--- src/rtl/maxsort_pkg.sv ---
package maxsort_pkg;
    typedef enum logic [1:0] {
        PH_IDLE,
        PH_LOAD,
        PH_DRAIN,
        PH_EMIT
    } phase_t;
endpackage

--- src/rtl/maxsort_stage.sv ---
module maxsort_stage #(
    parameter int W = 8
) (
    input  logic         clk,
    input  logic         rst_n,
    input  logic         clear_i,
    input  logic         in_vld_i,
    input  logic [W-1:0] in_dat_i,
    output logic         occ_o,
    output logic [W-1:0] held_o,
    output logic         fwd_vld_o,
    output logic [W-1:0] fwd_dat_o
);
    typedef struct packed {
        logic         occ;
        logic [W-1:0] held;
        logic         fv;
        logic [W-1:0] fd;
    } stage_t;

    stage_t st_d, st_q;

    always_comb begin
        st_d    = st_q;
        st_d.fv = 1'b0;
        if (clear_i) begin
            st_d.occ = 1'b0;
        end else if (in_vld_i) begin
            if (!st_q.occ) begin
                st_d.occ  = 1'b1;
                st_d.held = in_dat_i;
            end else if (in_dat_i > st_q.held) begin
                st_d.held = in_dat_i;
                st_d.fv   = 1'b1;
                st_d.fd   = st_q.held;
            end else begin
                st_d.fv   = 1'b1;
                st_d.fd   = in_dat_i;
            end
        end
    end

    always_ff @(posedge clk or negedge rst_n) begin
        if (!rst_n) st_q <= '0;
        else        st_q <= st_d;
    end

    assign occ_o     = st_q.occ;
    assign held_o    = st_q.held;
    assign fwd_vld_o = st_q.fv;
    assign fwd_dat_o = st_q.fd;

    // empty stage captures and forwards nothing
    assert_first_capture_R4: assert property (@(posedge clk) disable iff (!rst_n)
        (in_vld_i && !clear_i && !occ_o) |=>
            (occ_o && !fwd_vld_o && held_o == $past(in_dat_i)));

    // larger arrival replaces held value, old one moves on
    assert_keep_larger_R5: assert property (@(posedge clk) disable iff (!rst_n)
        (in_vld_i && !clear_i && occ_o && in_dat_i > held_o) |=>
            (held_o == $past(in_dat_i) && fwd_vld_o && fwd_dat_o == $past(held_o)));

    // smaller or equal arrival is passed on, held value stable
    assert_pass_smaller_R5: assert property (@(posedge clk) disable iff (!rst_n)
        (in_vld_i && !clear_i && occ_o && in_dat_i <= held_o) |=>
            ($stable(held_o) && fwd_vld_o && fwd_dat_o == $past(in_dat_i)));

    // clear empties the stage
    assert_clear_empties_R2: assert property (@(posedge clk) disable iff (!rst_n)
        clear_i |=> (!occ_o && !fwd_vld_o));
endmodule

--- src/rtl/maxsort_ctrl.sv ---
module maxsort_ctrl
    import maxsort_pkg::*;
#(
    parameter int N = 10
) (
    input  logic                 clk,
    input  logic                 rst_n,
    input  logic                 start_i,
    input  logic                 in_valid_i,
    output logic                 load_vld_o,
    output logic                 clear_o,
    output logic                 done_o,
    output logic                 emit_o,
    output logic [$clog2(N)-1:0] emit_idx_o
);
    localparam int CW = $clog2(N + 1);
    localparam int IW = $clog2(N);

    typedef struct packed {
        phase_t        ph;
        logic [CW-1:0] cnt;
        logic [IW-1:0] idx;
        logic          done;
    } ctrl_t;

    ctrl_t c_d, c_q;

    always_comb begin
        c_d      = c_q;
        c_d.done = 1'b0;
        case (c_q.ph)
            PH_IDLE: begin
                if (start_i) begin
                    c_d.ph  = PH_LOAD;
                    c_d.cnt = '0;
                end
            end
            PH_LOAD: begin
                if (in_valid_i) begin
                    if (c_q.cnt == CW'(N - 1)) begin
                        c_d.ph  = PH_DRAIN;
                        c_d.cnt = '0;
                    end else begin
                        c_d.cnt = c_q.cnt + 1'b1;
                    end
                end
            end
            PH_DRAIN: begin
                if (c_q.cnt == CW'(N - 2)) begin
                    c_d.ph   = PH_EMIT;
                    c_d.idx  = IW'(N - 1);
                    c_d.done = 1'b1;
                end else begin
                    c_d.cnt = c_q.cnt + 1'b1;
                end
            end
            PH_EMIT: begin
                if (c_q.idx == '0) c_d.ph  = PH_IDLE;
                else               c_d.idx = c_q.idx - 1'b1;
            end
            default: c_d.ph = PH_IDLE;
        endcase
    end

    always_ff @(posedge clk or negedge rst_n) begin
        if (!rst_n) c_q <= '{ph: PH_IDLE, cnt: '0, idx: '0, done: 1'b0};
        else        c_q <= c_d;
    end

    assign load_vld_o = (c_q.ph == PH_LOAD) && in_valid_i;
    assign clear_o    = (c_q.ph == PH_IDLE) && start_i;
    assign done_o     = c_q.done;
    assign emit_o     = (c_q.ph == PH_EMIT);
    assign emit_idx_o = c_q.idx;

    // never more than N values counted in a batch
    assert_count_bound_R3: assert property (@(posedge clk) disable iff (!rst_n)
        (c_q.ph == PH_LOAD) |-> (c_q.cnt < CW'(N)));

    // done is a single-cycle pulse at the first emit cycle
    assert_done_pulse_R6: assert property (@(posedge clk) disable iff (!rst_n)
        done_o |=> !done_o);
    assert_done_with_emit_R6: assert property (@(posedge clk) disable iff (!rst_n)
        $rose(emit_o) |-> done_o);

    // emit index walks downward one per cycle
    assert_idx_walk_R7: assert property (@(posedge clk) disable iff (!rst_n)
        (emit_o && emit_idx_o != '0) |=> (emit_o && emit_idx_o == $past(emit_idx_o) - 1'b1));
endmodule

--- src/rtl/maxsort_select.sv ---
module maxsort_select #(
    parameter int N = 10,
    parameter int W = 8
) (
    input  logic [W-1:0]         vals_i [N],
    input  logic [$clog2(N)-1:0] idx_i,
    output logic [W-1:0]         val_o
);
    always_comb begin
        val_o = '0;
        for (int k = 0; k < N; k++) begin
            if (idx_i == $clog2(N)'(k)) val_o = vals_i[k];
        end
    end
endmodule

--- src/rtl/maxcascade_sorter.sv ---
module maxcascade_sorter #(
    parameter int N = 10,
    parameter int W = 8
) (
    input  logic         clk,
    input  logic         rst_n,
    input  logic         start_i,
    input  logic         in_valid_i,
    input  logic [W-1:0] in_data_i,
    output logic         done_o,
    output logic         out_valid_o,
    output logic [W-1:0] out_data_o
);
    localparam int IW = $clog2(N);

    logic          load_vld, clear_all, emit;
    logic [IW-1:0] emit_idx;
    logic          fwd_v [N+1];
    logic [W-1:0]  fwd_d [N+1];
    logic [W-1:0]  held  [N];
    logic [N-1:0]  occ;

    maxsort_ctrl #(.N(N)) u_ctrl (
        .clk        (clk),
        .rst_n      (rst_n),
        .start_i    (start_i),
        .in_valid_i (in_valid_i),
        .load_vld_o (load_vld),
        .clear_o    (clear_all),
        .done_o     (done_o),
        .emit_o     (emit),
        .emit_idx_o (emit_idx)
    );

    assign fwd_v[0] = load_vld;
    assign fwd_d[0] = in_data_i;

    for (genvar s = 0; s < N; s++) begin : g_stage
        maxsort_stage #(.W(W)) u_stage (
            .clk       (clk),
            .rst_n     (rst_n),
            .clear_i   (clear_all),
            .in_vld_i  (fwd_v[s]),
            .in_dat_i  (fwd_d[s]),
            .occ_o     (occ[s]),
            .held_o    (held[s]),
            .fwd_vld_o (fwd_v[s+1]),
            .fwd_dat_o (fwd_d[s+1])
        );
    end

    maxsort_select #(.N(N), .W(W)) u_sel (
        .vals_i (held),
        .idx_i  (emit_idx),
        .val_o  (out_data_o)
    );

    assign out_valid_o = emit;

    // the last stage receives a single value and never forwards
    assert_last_quiet_R3: assert property (@(posedge clk) disable iff (!rst_n)
        (!fwd_v[N] && fwd_d[N] == '0));

    // every stage is filled while results stream out
    assert_all_filled_R7: assert property (@(posedge clk) disable iff (!rst_n)
        out_valid_o |-> (&occ));

    // stream is non-decreasing
    assert_ascending_R7: assert property (@(posedge clk) disable iff (!rst_n)
        (out_valid_o && $past(out_valid_o)) |-> (out_data_o >= $past(out_data_o)));

    // nothing emitted without a done pulse opening the stream
    assert_no_stray_out_R1: assert property (@(posedge clk) disable iff (!rst_n)
        $rose(out_valid_o) |-> done_o);
endmodule

--- config.mk ---
export PLATFORM = sky130hd
export DESIGN_NAME = maxcascade_sorter
export DESIGN_NICKNAME = d
export VERILOG_FILES = /design/src/rtl/maxsort_pkg.sv /design/src/rtl/maxsort_stage.sv /design/src/rtl/maxsort_ctrl.sv /design/src/rtl/maxsort_select.sv /design/src/rtl/maxcascade_sorter.sv
export SDC_FILE = /design/constraint.sdc
export NUM_CORES = 1
export LEC_CHECK = 0
export ABC_AREA = 1
export CAP_MARGIN = 20
export CORE_ASPECT_RATIO = 0.7
export CORE_UTILIZATION = 42
export DETAILED_ROUTE_END_ITERATION = 10
export GPL_TIMING_DRIVEN = 0
export SLEW_MARGIN = 20
export SYNTH_ARGS = -nofsm -noshare
export SYNTH_HDL_FRONTEND = slang
export SYNTH_SLANG_ARGS = --single-unit
--- constraint.sdc ---
create_clock -name clk -period 2.2 [get_ports clk]
set_clock_uncertainty 0.1 [all_clocks]
set_input_delay 0.55 -clock clk [delete_from_list [all_inputs] [get_ports clk]]
set_output_delay 0.55 -clock clk [all_outputs]
set_load 0.1 [all_outputs]
======== Word-level counts from Yosys, hierarchy flattened ========
Cells that the tools add are included.
word-level totals
  output and inout bits ................... 10
  flip-flop bits (word level) ............. 190
  bits of input ports ..................... 12
cells by class
  multiplexer cells ....................... 92
  bitwise logic cells ..................... 1
  order comparisons ....................... 10
  equality and inequality tests ........... 31
  reductions and logical operators ........ 39
  $add $sub $neg .......................... 2
operators with widths
  kind                                                                    number
  8-bit 2-to-1 mux                                                        40
  18-bit 2-to-1 mux                                                       10
  9-bit 2-to-1 mux                                                        19
  8-bit > comparator                                                      10
  3-bit AND reduction                                                     21
  2-bit != test (second input constant)                                   14
  2-bit nonzero test                                                      11
  4-bit by 3-bit equality test with 1-bit output (second input constant)  4
  4-bit equality test (second input constant)                             4
  4-bit 2-to-1 mux                                                        3
  6-bit 2-to-1 mux                                                        2
  4-bit one-hot mux with 3 select lines                                   1
  1-bit 2-to-1 mux                                                        11
  4-bit by 2-bit equality test with 1-bit output (second input constant)  2
  2-bit one-hot mux with 4 select lines                                   1
  4-bit one-hot mux with 2 select lines                                   1
  2-bit 2-to-1 mux                                                        3
  2-bit by 1-bit != test with 1-bit output (second input constant)        3
  5-bit 2-to-1 mux                                                        1
  5-bit AND reduction                                                     1
  4-bit by 1-bit adder with 4-bit output (second input constant)          1
  2-bit equality test (second input constant)                             2
  4-bit by 1-bit equality test with 1-bit output (second input constant)  1
  4-bit logical NOT                                                       1
  other kinds (7)                                                         8

======== Logic depth before layout (Yosys ltp) ========
  word-level depth ........................ 11
  gate-level depth with buffers ........... 14
  depth with buffers taken out ............ 13

======== Modules after synthesis ========
From an unflattened synthesis, not the netlist that was laid out.
second synthesis, totals
  cells, all modules ...................... 1630
  area total of the unflattened synthesis .. 12687.2 sq um
by module, submodules not included
  module          cells an instance  area an instance (sq um)  instances  seq. area each (sq um)
  maxsort_stage   133                1098.6                    10         450.4
  maxsort_ctrl    126                895.9                     1          275.3
  maxsort_select  174                805.8                     1          0.0

======== Worst setup path after synthesis ========
Ideal clock, no wire load.
  path kind ............................... reg2out
  start point ............................. register u_ctrl.c_q (netlist bit u_ctrl.emit_idx_o[0])
  end point ............................... output out_data_o[5]
  arrival ................................. 2232 ps
  setup slack ............................. -682 ps
  stages on the path, launching flop included .. 14
  required time ........................... 1550 ps
  path through ............................ dfrtp_1 inv_1 ha_1 buf_2 and3_1 buf_2 buf_6 a21oi_1 nand2_1 nand2_1 nand2_1 nand2_1 nand2_1 nand2_1
between the ends
  longest elaborated chain between the ends .. 11
  elaborated cells on any way between the ends .. 20
  classes of those cells .................. eq/ne (9); mux (10); reduce/logical (1)
RTL lines
  element                        RTL line                 RTL
  from (decl)                    maxsort_ctrl.sv:26       ctrl_t c_d, c_q;
  from (signal assigned)         maxsort_ctrl.sv:66       if (!rst_n) c_q <= '{ph: PH_IDLE, cnt: '0, idx: '0, done: 1'b0};
  4-bit logical NOT              maxsort_select.sv:12     if (idx_i == $clog2(N)'(k)) val_o = vals_i[k];
  8-bit 2-to-1 mux (9 in a row)  maxsort_select.sv:12
  8-bit 2-to-1 mux (*)           maxsort_select.sv:12
  to (decl)                      maxcascade_sorter.sv:12  output logic [W-1:0] out_data_o
Every way passes the cells marked *; elsewhere a longest branch is shown, timed or not.

======== Worst setup path after layout ========
Ends and elaborated chain as after synthesis.

==> key figures <==
Outcome
  – Status: finished with violations
  – Failing checks: setup timing

Cells and area
  – Fraction of layout cells with a size suffix above 1: between 10% and 20%
  – Final #Nets: about 1600
  – Filler-free cell count of the finished design: ~1800
  – Layout Utilization: 52.94%
  – Area growth from synthesis to layout: 23.99%
  – Ant. Diodes: 0

Die
  – Core region area: between 20000 and 30000 µm²
  – Rows: 49
  – Die width: 195.2 µm
  – Die Ht: between 100 and 150 µm
  – Die ar.: about 27000 µm²
  – Initial Util: a little over two fifths
  – I/O pin total: 22

Place
  – IO buf count: 21
  – HPWL Detailed: between 20 and 25 mm
  – Placed Cells: between 1500 and 2000
  – Post-place setup slack: -1.446 ns
  – Routability-driven placement congestion ratio: 0.8755

GRT
  – GRT Overall Usage: between 20% and 30%
  – Vias in the first global route: between 8000 and 9000
  – Initial antenna violation count: 0
  – Grt ovf: 0
  – Largest net degree at the start of global routing: 90
  – First-pass GRT wire length: around 48 mm

Setup path
  – Buffer and inverter count on the worst path: 3
  – Top cell by count, worst path: nand2_1
  – CP cell instances: inv_4, ha_4, buf_12, nand2_4, nand3_2, nand2_2, nand3_2, nand2_1, nand2_1, nand2_1, nand2_1, nand2_2, nand2_8, buf_12
  – Largest delay contributor family on the critical path: simple AND/OR/NAND/NOR gates
  – Crit path DAT: around 2.3 ns
  – Critical path peak fanout: 8
  – CP startpoint kind: flip-flop
  – Largest stage delay on the critical path: 0.45 ns
  – Worst Setup End Kind: output port
  – WS Path Type: flip-flop to output port
  – Crit-path slowest cell: dfrtp_2
  – Required @ worst endpoint: 1.55 ns

Routing
  – Final WL: 30.03 mm
  – Drt wl/cell: approximately 16 µm
  – DRC viols: 0
  – Via Count: 9666
  – Vias per cell: ~5.2
  – Post-route antenna net violation count: 0
  – Initial drt markers: between 700 and 800
  – DRT Pass-1 Iters: 5

Synth
  – Top cell type's share of synthesized area: between 40% and 50%
  – Synth warn: 0
  – Cell area after synthesis: approximately 11000 µm²
  – Synth Area per Inst: approximately 7.8 µm²
  – Post-Syn Nets: around 1500
  – Commonest cells post-synth: 366 x nand2_1, 182 x dfrtp_1, 176 x inv_1, 139 x nand3_1, 126 x a21oi_1
  – Synth Flop Type: dfrtp_1
  – Register area share after synthesis: between 40% and 50%
  – Top cells by area, synth: dfrtp_1 42%, nand2_1 13%, ha_1 11%
  – Synth cell types: 35
  – Most numerous cell in the Yosys netlist: nand2_1
  – Syn Inst Count: approximately 1400
  – Area leader, netlist: dfrtp_1
  – Number of synthesized register bits: 182
  – EDFF count, synth: 0
  – Synth async-reset ratio: 100.0%

CTS
  – TritonCTS Sinks: about 180
  – H-Tree Depth: 4
  – TritonCTS clock tree: built
  – CTS root buf: clkbuf_16
  – Clk buf depth: 2
  – Worst-Skew Late Latency: roughly 0.44 ns
  – Clock slew seen by the registers of the worst setup and hold paths: approximately 0.07 ns
  – CTS Buf Count: 17

STA
  – Hold slack: 0.3715 ns
  – Slew headroom: roughly 64%
  – Fmax: around 340 MHz
  – Slew Limit Fails: 0
  – Slew @ Worst Pin: around 0.54 ns
  – Post-layout min period: 2.956 ns
  – Endpoints failing setup: 8
  – Fin crit share: 134.3%
  – Final Hold Fails: 0
  – RSZ-0062 raised after global routing: true
  – Setup ws final: -0.7555 ns

Flow run
  – Max-cap violations: 0

Pwr
  – Pwr dens: roughly 1700 nW/µm²
  – Seq pwr share: a little over a quarter
  – Sw power: 11.54 mW
  – Combinational Power Share: approximately three fifths
  – Clock network fraction of total power: between 10% and 20%
  – Sw Ratio: about half
  – Total Power: roughly 23 mW
  – Peak VDD IR: ~0.00082 V
  – Total internal power: roughly 12 mW
  – Leakage: ~6.7 nW

Worst hold path
  – Worst min-delay path class: flip-flop to flip-flop
-- cell type report --
cell class	instances	area, µm²
timing repair buffer	77	817.0
clock buffer	21	470.5
inverter	200	773.2
clock inverter	11	98.84
multi-input combinational	998	6213
sequential	182	4567
tap	331	414.1
timing repair inverter	1	11.26
fill	2441	12090
buffer	25	235.2
-- final timing paths --
path | slack [ns] | from | depth (start not counted) | endpoint
min in group asynchronous | 0.47 | rst_n | 2 | g_stage[4].u_stage.held_o[7]
max in group asynchronous | 0.77 | rst_n | 3 | u_ctrl.emit_idx_o[3]
min | 0.37 | g_stage[7].u_stage.held_o[5] | 2 | g_stage[7].u_stage.held_o[5]
max | -0.76 | u_ctrl.emit_idx_o[0] | 14 | out_data_o[5]
min reg2reg | 0.37 | g_stage[7].u_stage.held_o[5] | 2 | g_stage[7].u_stage.held_o[5]
max reg2reg | 0.08 | g_stage[5].u_stage.held_o[7] | 12 | g_stage[5].u_stage.fwd_dat_o[0]
-- cells by family after synthesis --
group / Yosys count / share of synthesized area, %
DFF: 182 / 41.52
adders and majority gates: 93 / 10.61
xor gates and xnor gates: 2 / 0.1597
buffers and inverters: 228 / 8.384
and+or+nand+nor: 606 / 25.05
AOI/OAI and AO/OA: 295 / 14.28
-- sequential cells by signal (all words and copies together), names as in the netlist --
signal / flops
g_stage.u_stage.held_o: 80
g_stage.u_stage.fwd_dat_o: 72
g_stage.u_stage.occ_o: 10
u_ctrl.c_q: 6
g_stage.u_stage.fwd_vld_o: 9
u_ctrl.done_o: 1
u_ctrl.emit_idx_o: 4
-- cells in the final DEF (no fill, tap or decap), types with 9 or more instances in the layout --
master / n
clkbuf_16: 18
nor2_4: 11
nor2_1: 31
o22ai_1: 34
buf_6: 9
nand3_2: 16
inv_2: 25
buf_4: 52
dfrtp_2: 10
nand2_2: 32
ha_1: 88
nand2_8: 9
nand3_1: 122
o21ai_1: 71
nand4_1: 14
inv_1: 170
nand2_4: 24
nand2_1: 324
buf_12: 12
dfrtp_1: 172
a21oi_1: 122
o21ai_0: 45
-- metal layers --
layer	track usage [%]	routed length, µm	vias to the layer above	share of wire (%)
met5	0	0	-	0
met4	5.424	317	0	1.1
met1	37.55	16500	4537	55
met2	30.16	11610	228	39
li1	-	-	4876	-
met3	4.113	1605	25	5.3
-- through the flow --
| step | TNS (ns) | cell area [µm²] |
|---|---|---|
| floorplan | -0.5828 | 11190 |
| global placement | -1388.84 | 11820 |
| detailed placement | -49.93 | 11880 |
| CTS | -6.265 | 12870 |
| global route | -6.972 | 13600 |
| finish | -5.789 | 13600 |
-- worst min-delay path: stages, from the launching register on --
cell,delay (ns)
dfrtp_1,0.34
nand2_1,0.05
nand2_1,0.05
-- repair_timing --
action / in CTS / in global routing
cloned: 6 / 2
gates resized for setup: 127 / 139
pin swaps: 39 / 42
hold endpoints to repair: 33 / 0
hold buffers: 1 / 0
endpoints found under the setup margin: 105 / 119
buffers inserted: 17 / 31
-- power groups by stage --
stage                     combinational [mW]  clock, mW  sequential (mW)
after global routing                    15.8       3.21             6.29
after detailed placement                11.6          0             6.10
after floorplan                         9.21          0             5.50
final                                   14.2       3.01             6.13
after global placement                  11.3          0             6.11
after CTS                               12.5       3.07             6.07
No activity file was read; power rests on OpenSTA's default activity.
